### src/rtl/irq_pkg.sv
package irq_pkg;
   localparam int PS_W    = 6;
   localparam int LVL_W   = 4;
   localparam int CAUSE_W = 6;
   localparam logic [CAUSE_W-1:0] CAUSE_LVL1 = 6'd4;

   typedef struct packed {
      logic             um;
      logic             excm;
      logic [LVL_W-1:0] lvl;
   } status_t;

   typedef enum logic [2:0] {
      CMD_NONE     = 3'd0,
      CMD_RAISE    = 3'd1,
      CMD_WAIT     = 3'd2,
      CMD_RETURN   = 3'd3,
      CMD_WR_PS    = 3'd4,
      CMD_WR_SV_PS = 3'd5,
      CMD_WR_SV_PC = 3'd6
   } cmd_e;
endpackage

### src/rtl/irq_pend_regs.sv
module irq_pend_regs #(
   parameter int                 NUM_IRQ    = 16,
   parameter logic [NUM_IRQ-1:0] TIMER_MASK = '0
) (
   input  logic               clk,
   input  logic               rst_n,
   input  logic [NUM_IRQ-1:0] hw_irq,
   input  logic               set_we,
   input  logic [NUM_IRQ-1:0] set_bits,
   input  logic               clr_we,
   input  logic [NUM_IRQ-1:0] clr_bits,
   input  logic               en_we,
   input  logic [NUM_IRQ-1:0] en_bits,
   output logic [NUM_IRQ-1:0] pend,
   output logic [NUM_IRQ-1:0] en
);
   for (genvar i = 0; i < NUM_IRQ; i++) begin : g_bit
      if (TIMER_MASK[i]) begin : g_hw
         always_ff @(posedge clk or negedge rst_n)
            if (!rst_n) pend[i] <= 1'b0;
            else        pend[i] <= hw_irq[i];
      end else begin : g_sw
         // set is applied after clear so a collision leaves the bit set
         always_ff @(posedge clk or negedge rst_n)
            if (!rst_n) pend[i] <= 1'b0;
            else        pend[i] <= (pend[i] & ~(clr_we & clr_bits[i]))
                                   | (set_we & set_bits[i]);
      end
   end

   always_ff @(posedge clk or negedge rst_n)
      if (!rst_n)     en <= '0;
      else if (en_we) en <= en_bits;
endmodule

### src/rtl/irq_level_pick.sv
module irq_level_pick import irq_pkg::*; #(
   parameter int                       NUM_IRQ   = 16,
   parameter logic [NUM_IRQ*LVL_W-1:0] LEVEL_TAB = '0
) (
   input  logic [NUM_IRQ-1:0] active,
   output logic [LVL_W-1:0]   best
);
   always_comb begin
      best = '0;
      for (int i = 0; i < NUM_IRQ; i++) begin
         logic [LVL_W-1:0] lv;
         lv = LEVEL_TAB[i*LVL_W +: LVL_W];
         if (active[i] && (lv > best)) best = lv;
      end
   end
endmodule

### src/rtl/irq_save_bank.sv
module irq_save_bank import irq_pkg::*; #(
   parameter int NUM_LVL = 7,
   parameter int PC_W    = 32
) (
   input  logic             clk,
   input  logic             rst_n,
   input  logic             cap_en,
   input  logic [LVL_W-1:0] cap_lvl,
   input  status_t          cap_ps,
   input  logic [PC_W-1:0]  cap_pc,
   input  logic             wr_ps_en,
   input  logic             wr_pc_en,
   input  logic [LVL_W-1:0] wr_lvl,
   input  logic [PC_W-1:0]  wr_data,
   input  logic [LVL_W-1:0] rd_lvl,
   output status_t          rd_ps,
   output logic [PC_W-1:0]  rd_pc
);
   logic [NUM_LVL:0][PS_W-1:0] ps_flat;
   logic [NUM_LVL:0][PC_W-1:0] pc_flat;

   for (genvar l = 0; l <= NUM_LVL; l++) begin : g_lvl
      if (l >= 2) begin : g_slot
         logic [PS_W-1:0] ps_q;
         logic [PC_W-1:0] pc_q;
         always_ff @(posedge clk or negedge rst_n)
            if (!rst_n) begin
               ps_q <= '0;
               pc_q <= '0;
            end else if (cap_en && cap_lvl == LVL_W'(l)) begin
               ps_q <= cap_ps;
               pc_q <= cap_pc;
            end else begin
               if (wr_ps_en && wr_lvl == LVL_W'(l)) ps_q <= wr_data[PS_W-1:0];
               if (wr_pc_en && wr_lvl == LVL_W'(l)) pc_q <= wr_data;
            end
         assign ps_flat[l] = ps_q;
         assign pc_flat[l] = pc_q;
      end else begin : g_none
         assign ps_flat[l] = '0;
         assign pc_flat[l] = '0;
      end
   end

   always_comb begin
      rd_ps = '0;
      rd_pc = '0;
      for (int l = 2; l <= NUM_LVL; l++)
         if (rd_lvl == LVL_W'(l)) begin
            rd_ps = status_t'(ps_flat[l]);
            rd_pc = pc_flat[l];
         end
   end
endmodule

### src/rtl/irq_dispatch.sv
module irq_dispatch import irq_pkg::*; #(
   parameter int                       NUM_IRQ       = 16,
   parameter int                       PC_W          = 32,
   parameter int                       NUM_LVL       = 7,
   parameter int                       EXCM_LVL      = 1,
   parameter logic [NUM_IRQ*LVL_W-1:0] LEVEL_TAB     = 64'h1111_1111_1113_2311,
   parameter logic [NUM_IRQ-1:0]       TIMER_MASK    = 16'h0011,
   parameter logic [PC_W-1:0]          KERNEL_VEC    = 32'h0000_0300,
   parameter logic [PC_W-1:0]          USER_VEC      = 32'h0000_0340,
   parameter logic [PC_W-1:0]          HI_VEC_BASE   = 32'h0000_0180,
   parameter logic [PC_W-1:0]          HI_VEC_STRIDE = 32'h0000_0020
) (
   input  logic               clk,
   input  logic               rst_n,
   input  logic [NUM_IRQ-1:0] hw_irq,
   input  logic               set_we,
   input  logic [NUM_IRQ-1:0] set_bits,
   input  logic               clr_we,
   input  logic [NUM_IRQ-1:0] clr_bits,
   input  logic               en_we,
   input  logic [NUM_IRQ-1:0] en_bits,
   input  logic               cmd_valid,
   input  logic [2:0]         cmd_op,
   input  logic [LVL_W-1:0]   cmd_arg,
   input  logic [PC_W-1:0]    cmd_data,
   input  logic [PC_W-1:0]    cur_pc,
   output logic [NUM_IRQ-1:0] pending_o,
   output logic [NUM_IRQ-1:0] enable_o,
   output logic [PS_W-1:0]    status_o,
   output logic [CAUSE_W-1:0] cause_o,
   output logic [PS_W-1:0]    old_status_o,
   output logic               waiting_o,
   output logic               redirect_o,
   output logic [PC_W-1:0]    redirect_pc_o,
   output logic [PS_W-1:0]    saved_status_o,
   output logic [PC_W-1:0]    saved_pc_o
);
   localparam logic [LVL_W-1:0] TOP_LVL  = LVL_W'(NUM_LVL);
   localparam logic [LVL_W-1:0] EXCM_MIN = LVL_W'(EXCM_LVL);

   // elaboration-time parameter checks
   if (NUM_LVL < 2 || NUM_LVL > (1 << LVL_W) - 1) begin : g_bad_lvl
      $error("NUM_LVL out of range");
   end
   if (EXCM_LVL < 1 || EXCM_LVL > NUM_LVL) begin : g_bad_excm
      $error("EXCM_LVL out of range");
   end
   for (genvar i = 0; i < NUM_IRQ; i++) begin : g_tab_chk
      if (LEVEL_TAB[i*LVL_W +: LVL_W] == 0 ||
          LEVEL_TAB[i*LVL_W +: LVL_W] > NUM_LVL) begin : g_bad
         $error("LEVEL_TAB entry out of range");
      end
   end

   logic [NUM_IRQ-1:0] pend, en;
   logic [LVL_W-1:0]   best_lvl, eff_mask;
   logic               take, cmd_hit, arg_ok;
   status_t            st_q, st_d, sv_ps;
   logic [PC_W-1:0]    sv_pc;
   logic [CAUSE_W-1:0] cause_q, cause_d;
   status_t            old_q, old_d;
   logic               wait_q, wait_d, redir_q, redir_d;
   logic [PC_W-1:0]    rpc_q, rpc_d;

   irq_pend_regs #(.NUM_IRQ(NUM_IRQ), .TIMER_MASK(TIMER_MASK)) u_pend (
      .clk(clk), .rst_n(rst_n), .hw_irq(hw_irq),
      .set_we(set_we), .set_bits(set_bits),
      .clr_we(clr_we), .clr_bits(clr_bits),
      .en_we(en_we), .en_bits(en_bits),
      .pend(pend), .en(en));

   irq_level_pick #(.NUM_IRQ(NUM_IRQ), .LEVEL_TAB(LEVEL_TAB)) u_pick (
      .active(pend & en), .best(best_lvl));

   // exception mode lifts the mask to at least EXCM_MIN
   always_comb begin
      eff_mask = st_q.lvl;
      if (st_q.excm && eff_mask < EXCM_MIN) eff_mask = EXCM_MIN;
   end
   assign take    = best_lvl > eff_mask;
   assign cmd_hit = cmd_valid && !take;
   assign arg_ok  = (cmd_arg >= LVL_W'(2)) && (cmd_arg <= TOP_LVL);

   irq_save_bank #(.NUM_LVL(NUM_LVL), .PC_W(PC_W)) u_bank (
      .clk(clk), .rst_n(rst_n),
      .cap_en(take && best_lvl >= LVL_W'(2)), .cap_lvl(best_lvl),
      .cap_ps(st_q), .cap_pc(cur_pc),
      .wr_ps_en(cmd_hit && cmd_e'(cmd_op) == CMD_WR_SV_PS && arg_ok),
      .wr_pc_en(cmd_hit && cmd_e'(cmd_op) == CMD_WR_SV_PC && arg_ok),
      .wr_lvl(cmd_arg), .wr_data(cmd_data),
      .rd_lvl(cmd_arg), .rd_ps(sv_ps), .rd_pc(sv_pc));

   always_comb begin
      st_d    = st_q;
      cause_d = cause_q;
      old_d   = old_q;
      wait_d  = wait_q;
      redir_d = 1'b0;
      rpc_d   = rpc_q;
      if (take) begin
         wait_d   = 1'b0;
         redir_d  = 1'b1;
         st_d.excm = 1'b1;
         if (best_lvl == LVL_W'(1)) begin
            cause_d = CAUSE_LVL1;
            rpc_d   = st_q.um ? USER_VEC : KERNEL_VEC;
         end else begin
            st_d.lvl = best_lvl;
            rpc_d    = HI_VEC_BASE + PC_W'(best_lvl) * HI_VEC_STRIDE;
         end
      end else if (cmd_valid) begin
         case (cmd_e'(cmd_op))
            CMD_RAISE: begin
               old_d    = st_q;
               st_d.lvl = cmd_arg;
            end
            CMD_WAIT: begin
               st_d.lvl = cmd_arg;
               wait_d   = 1'b1;
            end
            CMD_RETURN: if (arg_ok) begin
               st_d    = sv_ps;
               redir_d = 1'b1;
               rpc_d   = sv_pc;
            end
            CMD_WR_PS: st_d = status_t'(cmd_data[PS_W-1:0]);
            default: ;
         endcase
      end
   end

   always_ff @(posedge clk or negedge rst_n)
      if (!rst_n) begin
         st_q    <= '0;
         cause_q <= '0;
         old_q   <= '0;
         wait_q  <= 1'b0;
         redir_q <= 1'b0;
         rpc_q   <= '0;
      end else begin
         st_q    <= st_d;
         cause_q <= cause_d;
         old_q   <= old_d;
         wait_q  <= wait_d;
         redir_q <= redir_d;
         rpc_q   <= rpc_d;
      end

   assign pending_o      = pend;
   assign enable_o       = en;
   assign status_o       = st_q;
   assign cause_o        = cause_q;
   assign old_status_o   = old_q;
   assign waiting_o      = wait_q;
   assign redirect_o     = redir_q;
   assign redirect_pc_o  = rpc_q;
   assign saved_status_o = sv_ps;
   assign saved_pc_o     = sv_pc;
endmodule

### config.mk
export PLATFORM = sky130hd
export DESIGN_NAME = irq_dispatch
export DESIGN_NICKNAME = d
export VERILOG_FILES = /design/src/rtl/irq_pkg.sv /design/src/rtl/irq_pend_regs.sv /design/src/rtl/irq_level_pick.sv /design/src/rtl/irq_save_bank.sv /design/src/rtl/irq_dispatch.sv
export SDC_FILE = /design/constraint.sdc
export NUM_CORES = 1
export LEC_CHECK = 0
export BUFFER_PORTS_ARGS = -buffer_cell sky130_fd_sc_hd__buf_2
export CAP_MARGIN = 15
export CORE_ASPECT_RATIO = 0.6
export CORE_MARGIN = 1.5
export CORE_UTILIZATION = 45
export DETAILED_ROUTE_END_ITERATION = 8
export GPL_TIMING_DRIVEN = 0
export PLACE_DENSITY = 0.68
export SKIP_CTS_REPAIR_TIMING = 1
export SYNTH_ARGS = -nofsm -noshare
export SYNTH_HDL_FRONTEND = slang
export SYNTH_SLANG_ARGS = --single-unit
export TNS_END_PERCENT = 20
### constraint.sdc
create_clock -name clk -period 3 [get_ports clk]
set_input_delay 0.3 -clock clk [delete_from_list [all_inputs] [get_ports clk]]
set_output_delay 0.3 -clock clk [all_outputs]
set_load 0.03 [all_outputs]
Word-level counts from Yosys, hierarchy flattened
Index checks and enable logic that the tools add are counted.
{ "totals": {"elab_cells": 295, "register_bits": 307, "out_inout_bits": 122, "in_bits": 141} }
{ "classes": {"reduce_logical": 69, "magnitude_cmp": 20, "addsub": 1, "n_eq_ne": 22, "muxes": 72, "n_bitwise": 72} }
{ "op_table": {"columns": ["operator", "n"], "rows": [
  ["32-bit 2-to-1 mux", 22],
  ["6-bit 2-to-1 mux", 19],
  ["4-bit 2-to-1 mux", 17],
  ["1-bit by 4-bit greater-than comparator with 1-bit output (first input constant)", 12],
  ["1-bit bitwise AND", 42],
  ["1-bit logical AND", 41],
  ["2-bit nonzero test", 17],
  ["4-bit by 3-bit == test with 1-bit output (second input constant)", 8],
  ["16-bit bitwise AND", 1],
  ["4-bit by 2-bit == test with 1-bit output (second input constant)", 4],
  ["1-bit NOT", 15],
  ["1-bit OR", 14],
  ["2-bit by 4-bit greater-than comparator with 1-bit output (first input constant)", 3],
  ["4-bit case mux with 3 select lines", 1],
  ["9-bit by 9-bit adder with 10-bit output (first input constant)", 1],
  ["10-bit 2-to-1 mux", 1],
  ["5-bit 2-to-1 mux", 2],
  ["3-bit == test (second input constant)", 3],
  ["3-bit AND reduction", 3],
  ["4-bit by 2-bit >= comparator with 1-bit output (second input constant)", 2],
  ["1-bit 2-to-1 mux", 8],
  ["4-bit AND reduction", 2],
  ["7-bit 2-to-1 mux", 1],
  ["3-bit by 2-bit == test with 1-bit output (second input constant)", 2],
  ["13 further kinds", 15]
]} }

Longest topological paths before layout
{ "depth": {"depth_word": 55, "ltp_mapped": 13, "ltp_nobuf": 10} }

By module
Synthesis repeated with hierarchy kept, for this count alone.
{ "unflattened": {"cells_unflattened": 1959, "area_unflattened_um2": 17466.8} }
{ "modules_own_cells": {"columns": ["module", "seq_area_each_um2", "cells_per_inst", "area_each_um2", "instances"], "rows": [
  ["irq_save_bank", 5705.5, 1603, 13654.3, 1],
  ["irq_dispatch", 1176.1, 266, 2507.4, 1],
  ["irq_pend_regs", 800.8, 80, 1237.4, 1],
  ["irq_level_pick", 0.0, 10, 67.6, 1]
]} }

Least setup slack after synthesis
Ideal clock, no wire load.
{ "synth_path": {"path_type": "register to register", "from": "register u_pend.pend[11]", "to": "register u_bank.g_lvl[7].g_slot.pc_q[10]", "slack_ns": -0.191, "arrival_ns": 3.066, "t_required_ns": 2.875, "setup_ns": 0.125, "synth_period_minus_slack_ns": 3.191, "path_stages_with_launch": 13, "path_buffers": 2, "path_cell_list": "dfrtp_1 > a222oi_1 > nand3_1 > or2_2 > a21oi_1 > ha_1 > a211oi_1 > o21a_1 > buf_2 > nor2_4 > nand2_1 > buf_2 > mux2_2"} }
{ "synth_between": {"elab_chain_len": 22, "elab_cells_between_ends": 27, "classes_between": "order compare (6); eq/ne (1); mux (6); bitwise (1); reduce/logical (13)"} }
{ "synth_lines": {"columns": ["item", "line_no", "source"], "rows": [
  ["from (decl)", "irq_pend_regs.sv:14", "output logic [NUM_IRQ-1:0] pend,"],
  ["from (signal, indexed assignment)", "irq_pend_regs.sv:26", "else pend[i] <= (pend[i] & ~(clr_we & clr_bits[i]))"],
  ["16-bit bitwise AND *", "irq_dispatch.sv:73", ".active(pend & en), .best(best_lvl));"],
  ["1-bit logical AND *", "irq_level_pick.sv:13", "if (active[i] && (lv > best)) best = lv;"],
  ["4-bit 2-to-1 mux *", "irq_level_pick.sv:13", null],
  ["1-bit by 4-bit greater-than comparator with 1-bit output", "irq_level_pick.sv:13", null],
  ["1-bit logical AND", "irq_level_pick.sv:13", null],
  ["4-bit 2-to-1 mux *", "irq_level_pick.sv:13", null],
  ["1-bit by 4-bit greater-than comparator with 1-bit output", "irq_level_pick.sv:13", null],
  ["1-bit logical AND", "irq_level_pick.sv:13", null],
  ["[... 5 more ...]", null, null],
  ["1-bit logical AND", "irq_level_pick.sv:13", null],
  ["4-bit 2-to-1 mux *", "irq_level_pick.sv:13", null],
  ["4-bit greater-than comparator", "irq_dispatch.sv:80", "assign take = best_lvl > eff_mask;"],
  ["1-bit logical NOT", "irq_dispatch.sv:81", "assign cmd_hit = cmd_valid && !take;"],
  ["1-bit logical AND", "irq_dispatch.sv:81", null],
  ["1-bit logical AND (2 in series)", "irq_dispatch.sv:89", ".wr_pc_en(cmd_hit && cmd_e'(cmd_op) == CMD_WR_SV_PC && arg_ok),"],
  ["1-bit logical AND", "irq_save_bank.sv:35", "if (wr_pc_en && wr_lvl == LVL_W'(l)) pc_q <= wr_data;"],
  ["2-bit nonzero test (no line)", null, null],
  ["to (signal assigned)", "irq_save_bank.sv:32", "pc_q <= cap_pc;"],
  ["to (signal assigned)", "irq_save_bank.sv:35", null],
  ["to (decl)", "irq_save_bank.sv:25", "logic [PC_W-1:0] pc_q;"]
]} }
Every way passes the cells marked *; elsewhere a longest branch is shown, timed or not.
A chain may end at the register's enable or synchronous reset.

Final worst setup path
{ "layout_path": {"from": "register u_pend.en[11]", "to": "register u_bank.g_lvl[2].g_slot.pc_q[9]"} }
{ "layout_between": {"elab_chain_len": 22, "elab_cells_between_ends": 27, "classes_between": "order compare (6); eq/ne (1); mux (6); bitwise (1); reduce/logical (13)"} }
{ "layout_lines": {"columns": ["item", "line_no", "source"], "rows": [
  ["from (decl)", "irq_pend_regs.sv:15", "output logic [NUM_IRQ-1:0] en"],
  ["from (signal assigned)", "irq_pend_regs.sv:33", "else if (en_we) en <= en_bits;"],
  ["16-bit bitwise AND *", "irq_dispatch.sv:73", null],
  ["1-bit logical AND *", "irq_level_pick.sv:13", null],
  ["4-bit 2-to-1 mux *", "irq_level_pick.sv:13", null],
  ["1-bit by 4-bit greater-than comparator with 1-bit output", "irq_level_pick.sv:13", null],
  ["1-bit logical AND", "irq_level_pick.sv:13", null],
  ["4-bit 2-to-1 mux *", "irq_level_pick.sv:13", null],
  ["1-bit by 4-bit greater-than comparator with 1-bit output", "irq_level_pick.sv:13", null],
  ["1-bit logical AND", "irq_level_pick.sv:13", null],
  ["[... 5 more ...]", null, null],
  ["1-bit logical AND", "irq_level_pick.sv:13", null],
  ["4-bit 2-to-1 mux *", "irq_level_pick.sv:13", null],
  ["4-bit greater-than comparator", "irq_dispatch.sv:80", null],
  ["1-bit logical NOT", "irq_dispatch.sv:81", null],
  ["1-bit logical AND", "irq_dispatch.sv:81", null],
  ["1-bit logical AND (2 in series)", "irq_dispatch.sv:89", null],
  ["1-bit logical AND", "irq_save_bank.sv:35", null],
  ["2-bit nonzero test (no line)", null, null],
  ["to (signal assigned)", "irq_save_bank.sv:32", null],
  ["to (signal assigned)", "irq_save_bank.sv:35", null],
  ["to (decl)", "irq_save_bank.sv:25", null]
]} }
Marked as above.

==> metrics <==
first-pass GRT wire length=72380 µm; detailed-route vias per instance=~6; Critical Path RT=3.46 ns; share of layout cells above drive strength 1=41.15%; clk_lat worst skew=0.59 ns; most frequent CP cell=buf_6; max incr delay on CP=0.51 ns; Boundary Pins=263; # rows=50; Routed met2 length=approximately 21000 µm; Synth Area in Adders=0.1731%; post-DR wirelength/cell=about 25 µm; vias=~12000; register bit total from synthesis=between 300 and 400; CTS sink cnt=approximately 310; die area=about 0.033 mm²; Pins Over Slew Limit=0; post-synthesis sequential area ratio=around 53%; root buffer cell=clkbuf_16; post-synth top area cell=dfrtp_1; routed wl met3=5078 µm; top-area cell type share of the netlist area=53.13%; Top Metal Used=met5; Simple-Gate Fraction of Synth Area=6.594%; Peak VDD IR=a little under 0.5 mV; final WL=50830 µm; hold_ws=-0.02153 ns; GPL Wtd Cong=a little under 1; H-tree depth=1; Hold Crit Class=primary input to register; CP Max Fanout=7; most common cell after layout, fill and taps aside=dfrtp_1; Synth area leaders=dfrtp_1 53%, mux2_2 15%, a22o_1 4.2%, a221o_1 2.1%, a22oi_1 2.1%; mux cell area share after synthesis=17.99%; Setup Skew=roughly 0.018 ns; Static Leak=~9.4 nW; CP cell instances=a222oi_1, nand3_1, or2_4, a21oi_2, ha_1, a211oi_2, o21ai_2, buf_6, nor3_4, buf_6, nor2_4, buf_4, a21o_1; Buffers on Ports=235; die height=141.8 µm; CTS tree=yes; Post-synth EDFFs=0; Total GRT Usage=29.25%; placed cell area=0.01628 mm²; cell family with most CP delay=compound AO/OA/AOI/OAI gates; final net count=1716; CP arrival=3.84 ns; antenna violations before repair=2; Post-Syn Instances=1225; DRC viols=8; Worst slew margin=26.52%; Synth Area in Compound Gates=17.99%; Fin. Hold Viols=4; Tcrit/Tclk final=112.5%; DP Wirelength=34560 µm; DRT Pass-1 Iters=9; final instance area=0.01886 mm²; CP endpoint kind=register; asr flop ratio synth=100.0%; status=complete, but fails checks; vias in the first global route=between 10000 and 15000; largest net degree at the start of global routing=about 120; total gr overflow=0; Ys Warns=0; Metal-1 WL=23280 µm; slowest CP cell=a222oi_1; Max Buffers Root-to-Sink=3; failing checks=DRC, hold timing, setup timing; max cap viols=0; Top FF cell, synth=dfrtp_1; Final Setup Violations=272; CP bufs+invs=3; Mapped Area=0.01446 mm²; antenna-violating nets left=0; Clk pin slew, worst setup/hold paths=roughly 0.070 ns; setup slack after layout=-0.3745 ns; Die W=234.4 µm; Post-Synth XOR/XNOR Area=0%; synthesis-to-finish area growth=30.43%; pwr dens=between 700 and 800 mW/mm²; Avg Cell Area, Syn=11.80 µm²; most frequent cells in the layout=304 x dfrtp_1, 244 x buf_2, 138 x mux2_2; main combinational cell family by area after synthesis=multiplexers; DR iter-0 viols=1227; max frequency=slightly below 300 MHz; TritonCTS Buffers=30; Period minus WS final=about 3.4 ns; core region area=0.03141 mm²; library cells used by synthesis=63; crit path kind=register to register; RSZ-0062 raised after global routing=yes; crit path launch type=register; Tightest Pin Transition=1.096 ns; starting density of the core=46.04%
-- power by group --
| group | total (W) | switching, W | internal (W) |
|---|---|---|---|
| Sequential | 0.00560 | 0.000563 | 0.00504 |
| Combinational | 0.00540 | 0.00313 | 0.00227 |
| Clock | 0.00379 | 0.00171 | 0.00207 |
| Total | 0.0148 | 0.00541 | 0.00938 |
-- worst paths after layout --
kind                            slack, ns           from                        endpoint  cells after the start
worst max-delay path                -0.37  u_pend.en[11]  u_bank.g_lvl[2].g_slot.pc_q[9]                     13
worst min-delay path                -0.02      cur_pc[6]  u_bank.g_lvl[3].g_slot.pc_q[6]                      3
worst max register to register      -0.37  u_pend.en[11]  u_bank.g_lvl[2].g_slot.pc_q[9]                     13
worst min register to register       0.47     cause_o[2]                      cause_o[2]                      1
max in group asynchronous            1.48          rst_n                redirect_pc_o[3]                      3
min in group asynchronous            0.39          rst_n                 old_status_o[4]                      2
-- final cells by class --
class / count / area (µm²)
Multi-Input combinational cell: 786 / 6710
Buffer: 101 / 784.5
Clock buffer: 42 / 897.1
Sequential cell: 307 / 7686
Fill cell: 2521 / 12550
Antenna cell: 2 / 5.005
Tap cell: 416 / 520.5
Timing Repair Buffer: 313 / 2063
Inverter: 34 / 127.6
Clock inverter: 11 / 65.06
-- synth_stat cells, types with 5 or more instances --
master	number
a21o_1	26
nand2b_1	11
mux2_2	187
dfrtp_1	307
clkbuf_1	51
a211oi_1	24
mux2i_1	27
o21ai_0	37
o22ai_1	24
a22oi_1	40
a221o_1	31
nor3_1	7
nand2_1	66
nor2_1	32
a22o_1	69
o21a_1	5
mux2_1	20
buf_4	9
buf_2	37
a21oi_1	42
a221oi_1	6
nor2b_1	33
inv_1	34
nand3_1	10
o21ai_1	31
-- metal layers --
metal	track usage, %	vias up
met5	0	-
met4	6.168	2
met3	9.064	86
met2	40.77	540
met1	44.32	6226
li1	-	5229
-- registers in the layout (all words and copies together), names as in the netlist --
| name | cells |
|---|---|
| redirect_o | 1 |
| cause_o | 1 |
| old_status_o | 6 |
| u_pend.en | 16 |
| status_o | 6 |
| redirect_pc_o | 32 |
| u_bank.g_lvl.g_slot.ps_q | 36 |
| u_pend.pend | 16 |
| waiting_o | 1 |
| u_bank.g_lvl.g_slot.pc_q | 192 |
-- tightest hold or removal path: cells and delay by family --
family / cells / cell delay, ns
buffers and inverters: 1 / 0.10
AOI/OAI and AO/OA: 2 / 0.12
-- cells by family after synthesis --
kind of cell             after synthesis
buffers and inverters                136
AND/OR/NAND/NOR                      184
multiplexers                         234
AO/OA/AOI/OAI                        361
adder cells (fa/ha/maj)                2
flip-flops                           307
other                                  1
-- metrics by stage --
stage | instances | power (W) | setup slack [ns] | utilization (%) | TNS, ns
3_3_place_gp | 1880 | 0.009697 | -4.827 | 51.64 | -1490.57
4_1_cts | 1935 | 0.01360 | -1.167 | 54.91 | -201.94
2_1_floorplan | 1229 | 0.008222 | -0.04822 | - | -6.683
6_report | 2012 | 0.01478 | -0.3745 | 60.05 | -68.83
5_1_grt | 2011 | 0.01541 | -0.5253 | 60.04 | -109.94
3_5_place_dp | 1882 | 0.009839 | -1.138 | 51.84 | -198.56
Power figures use the tool's default switching activity.
